$ cat config.mk
export PLATFORM = sky130hd
export DESIGN_NAME = univ_reg_xcvr
export DESIGN_NICKNAME = d
export VERILOG_FILES = /design/src/rtl/xcvr_pkg.sv /design/src/rtl/xcvr_edge_det.sv /design/src/rtl/xcvr_lane.sv /design/src/rtl/univ_reg_xcvr.sv
export SDC_FILE = /design/constraint.sdc
export NUM_CORES = 1
export LEC_CHECK = 0
export BUFFER_PORTS_ARGS = -buffer_cell sky130_fd_sc_hd__buf_2
export CORE_MARGIN = 2
export CORE_UTILIZATION = 46
export CTS_BUF_LIST = sky130_fd_sc_hd__clkbuf_8
export DETAILED_ROUTE_END_ITERATION = 16
export PLACE_DENSITY = 0.79
export SYNTH_ARGS = -nofsm -noshare
export SYNTH_HDL_FRONTEND = slang
export SYNTH_SLANG_ARGS = --single-unit
$ cat constraint.sdc
create_clock -name clk -period 1.4 [get_ports clk]
set_input_delay 0.42 -clock clk [delete_from_list [all_inputs] [get_ports clk]]
set_output_delay 0.42 -clock clk [all_outputs]
set_load 0.005 [all_outputs]
$ cat src/rtl/xcvr_pkg.sv
package xcvr_pkg;

   localparam int XCVR_W = 18;

   typedef enum logic [1:0] {
      MODE_HOLD = 2'd0,
      MODE_PASS = 2'd1,
      MODE_CAPT = 2'd2
   } lane_mode_e;

endpackage

$ cat src/rtl/xcvr_edge_det.sv
module xcvr_edge_det (
   input  logic clk,
   input  logic rst,
   input  logic strb_i,
   output logic rise_o
);

   logic strb_q;

   // previous sample keeps tracking through reset so no false edge appears
   always_ff @(posedge clk) begin
      strb_q <= strb_i;
   end

   assign rise_o = strb_i & ~strb_q;


   rise_needs_low_prev_chk: assert property (@(posedge clk) disable iff (rst)
      rise_o |-> !$past(strb_i));

endmodule

$ cat src/rtl/xcvr_lane.sv
module xcvr_lane
   import xcvr_pkg::*;
#(
   parameter int W           = XCVR_W,
   parameter bit OE_ACT_HIGH = 1'b1
) (
   input  logic         clk,
   input  logic         rst,
   input  logic         le_i,
   input  logic         strb_i,
   input  logic         oe_i,
   input  logic [W-1:0] din_i,
   output logic [W-1:0] dout_o,
   output logic         drv_o
);

   generate
      if (W < 1) begin : g_bad_width
         $error("xcvr_lane: W must be at least 1");
      end
   endgenerate

   logic       rise;
   lane_mode_e mode;
   logic [W-1:0] held_q;
   logic       oe_on;
   logic       drv_q;

   xcvr_edge_det u_edge (
      .clk    (clk),
      .rst    (rst),
      .strb_i (strb_i),
      .rise_o (rise)
   );

   always_comb begin
      if (le_i)      mode = MODE_PASS;
      else if (rise) mode = MODE_CAPT;
      else           mode = MODE_HOLD;
   end

   always_ff @(posedge clk) begin
      if (rst)                    held_q <= '0;
      else if (mode != MODE_HOLD) held_q <= din_i;
   end

   assign dout_o = (mode == MODE_PASS) ? din_i : held_q;

   generate
      if (OE_ACT_HIGH) begin : g_oe_high
         assign oe_on = oe_i;
      end else begin : g_oe_low
         assign oe_on = ~oe_i;
      end
   endgenerate

   always_ff @(posedge clk) begin
      if (rst) drv_q <= 1'b0;
      else     drv_q <= oe_on;
   end

   assign drv_o = drv_q;


   hold_stable_chk: assert property (@(posedge clk) disable iff (rst)
      (!le_i && !rise) |=> $stable(held_q));

   capture_chk: assert property (@(posedge clk) disable iff (rst)
      (!le_i && rise) |=> (held_q == $past(din_i)));

   pass_track_chk: assert property (@(posedge clk) disable iff (rst)
      le_i |=> (held_q == $past(din_i)));

   reset_clear_chk: assert property (@(posedge clk)
      rst |=> (held_q == '0 && !drv_q));

endmodule

$ cat src/rtl/univ_reg_xcvr.sv
module univ_reg_xcvr
   import xcvr_pkg::*;
#(
   parameter int W = XCVR_W
) (
   input  logic         clk,
   input  logic         rst,
   input  logic [W-1:0] a_din,
   output logic [W-1:0] a_dout,
   output logic         a_drv,
   input  logic [W-1:0] b_din,
   output logic [W-1:0] b_dout,
   output logic         b_drv,
   input  logic         ab_oe,
   input  logic         ab_le,
   input  logic         ab_strb,
   input  logic         ba_oe_n,
   input  logic         ba_le,
   input  logic         ba_strb,
   output logic         bus_clash
);

   xcvr_lane #(.W(W), .OE_ACT_HIGH(1'b1)) u_ab (
      .clk    (clk),
      .rst    (rst),
      .le_i   (ab_le),
      .strb_i (ab_strb),
      .oe_i   (ab_oe),
      .din_i  (a_din),
      .dout_o (b_dout),
      .drv_o  (b_drv)
   );

   xcvr_lane #(.W(W), .OE_ACT_HIGH(1'b0)) u_ba (
      .clk    (clk),
      .rst    (rst),
      .le_i   (ba_le),
      .strb_i (ba_strb),
      .oe_i   (ba_oe_n),
      .din_i  (b_din),
      .dout_o (a_dout),
      .drv_o  (a_drv)
   );

   assign bus_clash = a_drv & b_drv;


   b_drive_follow_chk: assert property (@(posedge clk) disable iff (rst)
      ab_oe |=> b_drv);

   a_drive_follow_chk: assert property (@(posedge clk) disable iff (rst)
      ba_oe_n |=> !a_drv);

   no_clash_when_off_chk: assert property (@(posedge clk) disable iff (rst)
      (!ab_oe || ba_oe_n) |=> !bus_clash);

endmodule

# After elaboration in Yosys (flattened, before gate mapping)

Cells that the tools add are included.

Bits in registers: 40
Input bits: 44
Output and inout port bits: 39

Equality and inequality tests: 2
Muxes and demuxes: 6
Bitwise gates (word level): 6
Reductions and logical operators: 2

Operator list:

| kind                                           | number |
|---|---|
| two-way mux 18 bit                             | 2 |
| two-way mux 2 bit                              | 4 |
| == test 2 x 1 -> 1 bit (second input constant) | 2 |
| nonzero test 2 bit                             | 2 |
| bitwise AND 1 bit                              | 3 |
| NOT 1 bit                                      | 3 |

# Logic depth before layout (Yosys ltp)

Gate-level depths: netlist of the first run.

Word-level depth: 6
Mapped depth: 5

# Hierarchy

A second synthesis of the first run with hierarchy kept.

Cell total of the unflattened synthesis: 211
Area, all modules: 2058.2 µm²

Modules (own cells, without submodules):

| module           | times used | cells an instance | area an instance (µm²) |
|---|---|---|---|
| xcvr_lane (u_ab) | 1          | 103               | 993.5 |
| xcvr_lane (u_ba) | 1          | 103               | 991.0 |
| xcvr_edge_det    | 2          | 2                 | 33.8 |
| univ_reg_xcvr    | 1          | 1                 | 6.3 |

# Worst setup path after synthesis of the first run

No wires, ideal clock.

Path kind: input to output
Start point: input ba_le
End point: output a_dout[0]
Arrival time: 1.054 ns
Setup slack: -0.074 ns
Stages on the path: 3
Path buffers: 2
Cell sequence: buf_6 buf_4 mux2_2

Longest elaborated chain between the ends: 3

Ends and longest elaborated chain:

| element                | RTL line            | source |
|---|---|---|
| start: declaration     | univ_reg_xcvr.sv:18 | `input logic ba_le,` |
| two-way mux 2 bit      | xcvr_lane.sv:37     | `if (le_i) mode = MODE_PASS;` |
| == test 2 x 1 -> 1 bit | xcvr_lane.sv:47     | `assign dout_o = (mode == MODE_PASS) ? din_i : held_q;` |
| two-way mux 18 bit     | xcvr_lane.sv:47     |  |
| end: declaration       | univ_reg_xcvr.sv:9  | `output logic [W-1:0] a_dout,` |

No other way between the ends.

# Worst setup path after layout of the first run

Start point: input ba_le
End point: output a_dout[9]

The elaborated chain is that of the path after synthesis.

==> out/metrics.cfg, run 1 <==
[status]
outcome = finished, violations left
failed_checks = setup timing

[min_path]
hold_depth = 1
min_path_type = input port to flop
min_to = u_ba.u_edge.strb_q
hp-start = ba_strb

[cells_and_area]
drive_gt1_frac = 0.586
final_util = 0.659
final_common_cell = nand2b_1
num_antenna_cells = 0
stdcell_count = 351
nNetsFinal = 340
fin_area_mm2 = 0.00307
syn_to_final_growth_pct = 39.4
final_cell_mix = nand2b_1, buf_2, mux2i_1, dfxtp_2, mux2_2
fill_cells = 377

[sta]
report.final.slew_viol_count = 0
fin_crit_ps = 1440
setup_ws_ps = -36.5
finalHoldViolCount = 0
fmax_mhz = 696
setup_viol = 32
finalSetupTns_ps = -489
slew_headroom = 0.854
fin_hold_ws_ps = 266
worst_pin_slew_ps = 219
final.setup_skew_ps = 3.69
final.period_utilization = 1.03
rsz0062_at_grt = yes

[die]
rows = 25
die_x_um = 73.2
die_height_um = 73.2
ioPinCount = 83
core_mm2 = 0.00466
die-area_mm2 = 0.00536
start_util = 0.473

[clock_network]
clock-sinks = 40
cts_tree = built
cts-root-buf = clkbuf_8
ctsHoldBuffers = 0
clock_path_buffers = 2
cts_max_level = 2
clk_pin_slew_worst_paths_ps = 80
cts_made_buffers = 5
insertion_delay_ps = 290

[detailed_routing]
drtPass1Iterations = 4
ant_nets = 0
drc = 0
avgRoutedWirePerCell_um = 13.3
wl_mm = 4.67
routed-via-count = 1713
drtIter0Drc = 72
via_per_inst = 4.88

[setup_path]
ff2ff_setup_slack_ps = 380
slowest_delay_ps = 340
cp-start-kind = input port
worst_r2r_path_depth = 4
cp.required_ps = 980
worstSetupEndpointType = output port
rr_endpoint = u_ab.held_q[7]
cpLargestDelayFamily = multiplexers
cp_num_buf_inv = 2
worstSetupPathType = input port to output port
rr_startpoint = u_ab.u_edge.strb_q
slowest_stage = mux2_2
crit_arrival_ps = 1020
worstPathMaxFanout = 10
path_cells = buf_16 -> mux2_2 -> buf_2

[power_and_ir_drop]
fin_total_pwr_mw = 2.87
power_per_cell_area_mw_per_mm2 = 934
p_leak_nw = 1.44
peakVddDrop_v = 0.000637

[synthesis]
syn_nets = 251
synth_top_cell_by_area = dfxtp_1
synth-seq-area-share = 0.363
syn_inst = 207
synth_top_area_share = 0.363
synthTopCellsByArea = dfxtp_1, nand2b_1, mux2_2
netlist-cell-type-count = 14
syn_avg_cell_area_um2 = 10.7
yosys_warnings = 0
synth-seq-cells = 40
syn_area_mm2 = 0.00220

[global_route]
grt_pass1_wl_mm = 7.13
grt_max_degree = 75
grt_usage = 0.174
grt_overflow = 0
grt_pass1_vias = 1502
antenna_found_initial = 0

[place]
port_buffers = 82
dp_hpwl_mm = 2.98
place_congestion = 0.697
dp_slack_ps = -345
place_inst = 334
place_area_mm2 = 0.00264

[run]
cap_viol_max_count = 0

-- cells in the mapped netlist --
cell	number
nand2b_1	72
dfxtp_1	40
mux2_2	36
mux2i_1	36
clkbuf_1	7
buf_6	4
a21oi_4	2
buf_12	2
buf_4	2
inv_1	2
and2_1	1
buf_2	1
nor2_1	1
nor2b_1	1
-- kinds of logic (layout without fill, tap and decap cells) --
group                  Yosys count  count (layout)  synth area share
and+or+nand+nor                 75              75             0.212
AOI/OAI and AO/OA                2               2            0.0148
muxes                           72              72             0.347
buffers and inverters           18             108            0.0630
DFF                             40              40             0.363
-- what timing repair did --
action	4_1_cts	5_1_grt
resized for setup	22	46
setup endpoints to repair	36	36
buffers inserted	5	2
gates cloned	2	0
-- power breakdown --
group	internal [mW]	leakage, nW	total, mW	switching [mW]
Combinational	0.411	1.04	0.648	0.237
Clock	0.528	0.0541	0.955	0.427
Sequential	1.23	0.341	1.27	0.0399
Total	2.17	1.44	2.87	0.703
-- how the worst max path moves through the flow --
| stage | from | end | depth (start not counted) |
|---|---|---|---|
| 3_5_place_dp | ba_le | a_dout[9] | 3 |
| 4_1_cts | u_ba.held_q[9] | a_dout[9] | 2 |
| 6_report | ba_le | a_dout[9] | 3 |
| 5_1_grt | u_ba.held_q[1] | a_dout[1] | 2 |
| 2_1_floorplan | ba_le | a_dout[0] | 3 |
| 3_3_place_gp | ab_le | b_dout[14] | 3 |
-- worst reg2reg max path, stage by stage (launching register included) --
cell	delay (ps)
dfxtp_1	310
inv_1	50
a21oi_4	160
buf_12	190
mux2i_1	220
-- sequential cells by signal, indices dropped and copies added (netlist names) --
register,flops
u_ba.drv_o,1
u_ba.held_q,18
u_ab.held_q,18
u_ab.drv_o,1
u_ab.u_edge.strb_q,1
u_ba.u_edge.strb_q,1
-- layer usage --
layer,global-route usage,share of wire,vias up
li1,-,-,866
met1,0.222,0.43,796
met2,0.285,0.50,46
met3,0.0387,0.049,5
met4,0.0679,0.015,0
met5,0,0,-
-- area by class of cell --
class                   count  area (µm²)  area share
clock inverters             3        42.5      0.0138
multi-input cells         149        1310       0.428
clock buffers               5        68.8      0.0224
well taps                  54        67.6      0.0220
inverters                   2        7.51     0.00244
flip-flops and latches     40         838       0.273
repair buffers             98         734       0.239
No activity file was read; power rests on OpenSTA's default activity.
==> run 2, diff against run 1 <==
--- a/config.mk
+++ b/config.mk
@@ -6,11 +6,13 @@
 export NUM_CORES = 1
 export LEC_CHECK = 0
 export BUFFER_PORTS_ARGS = -buffer_cell sky130_fd_sc_hd__buf_2
+export CELL_PAD_IN_SITES_DETAIL_PLACEMENT = 0
+export CELL_PAD_IN_SITES_GLOBAL_PLACEMENT = 1
 export CORE_MARGIN = 2
-export CORE_UTILIZATION = 46
+export CORE_UTILIZATION = 34
 export CTS_BUF_LIST = sky130_fd_sc_hd__clkbuf_8
 export DETAILED_ROUTE_END_ITERATION = 16
-export PLACE_DENSITY = 0.79
+export PLACE_DENSITY_LB_ADDON = 0.1
 export SYNTH_ARGS = -nofsm -noshare
 export SYNTH_HDL_FRONTEND = slang
 export SYNTH_SLANG_ARGS = --single-unit
==> run 2 against run 1 <==
Against the previous run: the flow still finishes with violations (setup timing); worst hold slack improved by 4.6 ps; combinational power decreased by 4.8%; setup slack improved by 13 ps; via count decreased by 2.4%; global-route usage decreased by 3.6 points; sequential power about the same; first-iteration DRC count decreased by 32%; largest cell class unchanged.
==> out/metrics.cfg, run 2 (synthesis results as in run 1) <==
[detailed_routing]
routed-via-count = 1672
via_per_inst = 4.56
drtPass1Iterations = 4
avgRoutedWirePerCell_um = 12.9
drtIter0Drc = 49
wl_mm = 4.72
ant_nets = 0
drc = 0

[setup_path]
worstSetupEndpointType = output port
path_cells = buf_16 -> mux2_2 -> buf_2
cp.required_ps = 980
rr_startpoint = u_ba.u_edge.strb_q
slowest_stage = mux2_2
worstSetupPathType = input port to output port
cp_num_buf_inv = 2
cp-start-kind = input port
crit_arrival_ps = 1000
slowest_delay_ps = 340
crit_start = ba_le
worstPathMaxFanout = 10
cpLargestDelayFamily = multiplexers

[status]
failed_checks = setup timing
outcome = finished, violations left

[die]
die-area_mm2 = 0.00714
ioPinCount = 83
rows = 29
die_height_um = 84.5
start_util = 0.349
die_x_um = 84.5
core_mm2 = 0.00631

[sta]
fin_hold_ws_ps = 271
finalSetupTns_ps = -248
final.period_utilization = 1.02
fin_crit_ps = 1420
report.final.slew_viol_count = 0
worst_pin_slew_ps = 224
slew_headroom = 0.851
rsz0062_at_grt = yes
finalHoldViolCount = 0
fmax_mhz = 702
setup_ws_ps = -23.5
final.setup_skew_ps = 4.46
setup_viol = 30

[global_route]
grt_pass1_wl_mm = 7.90
grt_max_degree = 75
grt_overflow = 0
antenna_found_initial = 0
grt_pass1_vias = 1642
grt_usage = 0.138

[clock_network]
clk_pin_slew_worst_paths_ps = 70
cts_made_buffers = 5
cts-root-buf = clkbuf_8
cts_tree = built
clock_path_buffers = 2
cts_max_level = 2
insertion_delay_ps = 290
clock-sinks = 40

[place]
place_congestion = 0.665
port_buffers = 82
dp_hpwl_mm = 3.03

[cells_and_area]
nNetsFinal = 333
reg.largest.list = u_ab.held_q: 18 flops, u_ba.held_q: 18 flops
final_common_cell = nand2b_1
final_util = 0.477
syn_to_final_growth_pct = 36.7
final_cell_mix = nand2b_1, buf_2, mux2i_1, mux2_2, dfxtp_2
num_antenna_cells = 0
drive_gt1_frac = 0.552

[run]
cap_viol_max_count = 0

[power_and_ir_drop]
p_leak_nw = 1.39
peakVddDrop_v = 0.000432
fin_total_pwr_mw = 2.66
power_per_cell_area_mw_per_mm2 = 883

[min_path]
min_path_type = input port to flop
hp-start = ba_strb

==> run 2: cell types whose count changed in the layout (fill, tap and decap cells not counted) <==
cell,change
dfxtp_1,+5
clkbuf_16,+1
dfxtp_2,-5
clkinvlp_4,-1
buf_4,-8
bufinv_16,-1
buf_2,+3
buf_6,-3
inv_1,+2
mux2_2,+2
clkinv_2,-1
mux2_4,-2
clkbuf_8,+1
==> run 2: power by group <==
| group | switching (mW) | internal [mW] |
|---|---|---|
| registers | 0.0379 | 1.23 |
| clock network | 0.391 | 0.388 |
| logic | 0.228 | 0.389 |
| total | 0.657 | 2.00 |
==> run 2: worst paths after layout <==
| path | to | slack (ps) | depth (start not counted) |
|---|---|---|---|
| min reg2reg | u_ab.held_q[8] | 470 | 2 |
| min | u_ba.u_edge.strb_q | 270 | 1 |
| max | a_dout[11] | -20 | 3 |
| max reg2reg | u_ba.held_q[2] | 390 | 4 |
==> run 2: timing repair <==
action | in CTS | in global routing
resized for setup | 18 | 40
setup buffers | 1 | 1
setup endpoints to repair | 36 | 36
hold buffers | 0 | 0
gates cloned | 2 | 1
==> run 2: per-layer routing <==
metal	wire length, µm	up-vias	global-route usage
li1	-	855	-
met1	2080	763	0.173
met2	2280	48	0.226
met3	286	6	0.0344
met4	77	0	0.0563
met5	0	-	0
==> run 2: area by class of cell <==
type	count	area [µm²]
Sequential cell	40	832
Tap cell	77	96.3
Inverter	2	7.51
Clock inverter	2	7.51
Clock buffer	6	82.6
Multi-Input combinational cell	149	1310
Timing Repair Buffer	91	681
Fill cell	624	3300
==> run 2: worst reg2reg max path, cell delays in order, from the launching register on <==
cell and delay, ps:
dfxtp_1 310, inv_1 60, a21oi_4 160, buf_12 190
mux2i_1 220
==> run 2: per-stage QoR <==
stage | std cells | setup slack [ps] | instance area, µm²
2_1_floorplan | 207 | -24.3 | 2220
3_3_place_gp | 354 | -368 | 2650
3_5_place_dp | 354 | -370 | 2650
4_1_cts | 365 | -37.0 | 2860
5_1_grt | 367 | -52.4 | 3010
6_report | 367 | -23.5 | 3010
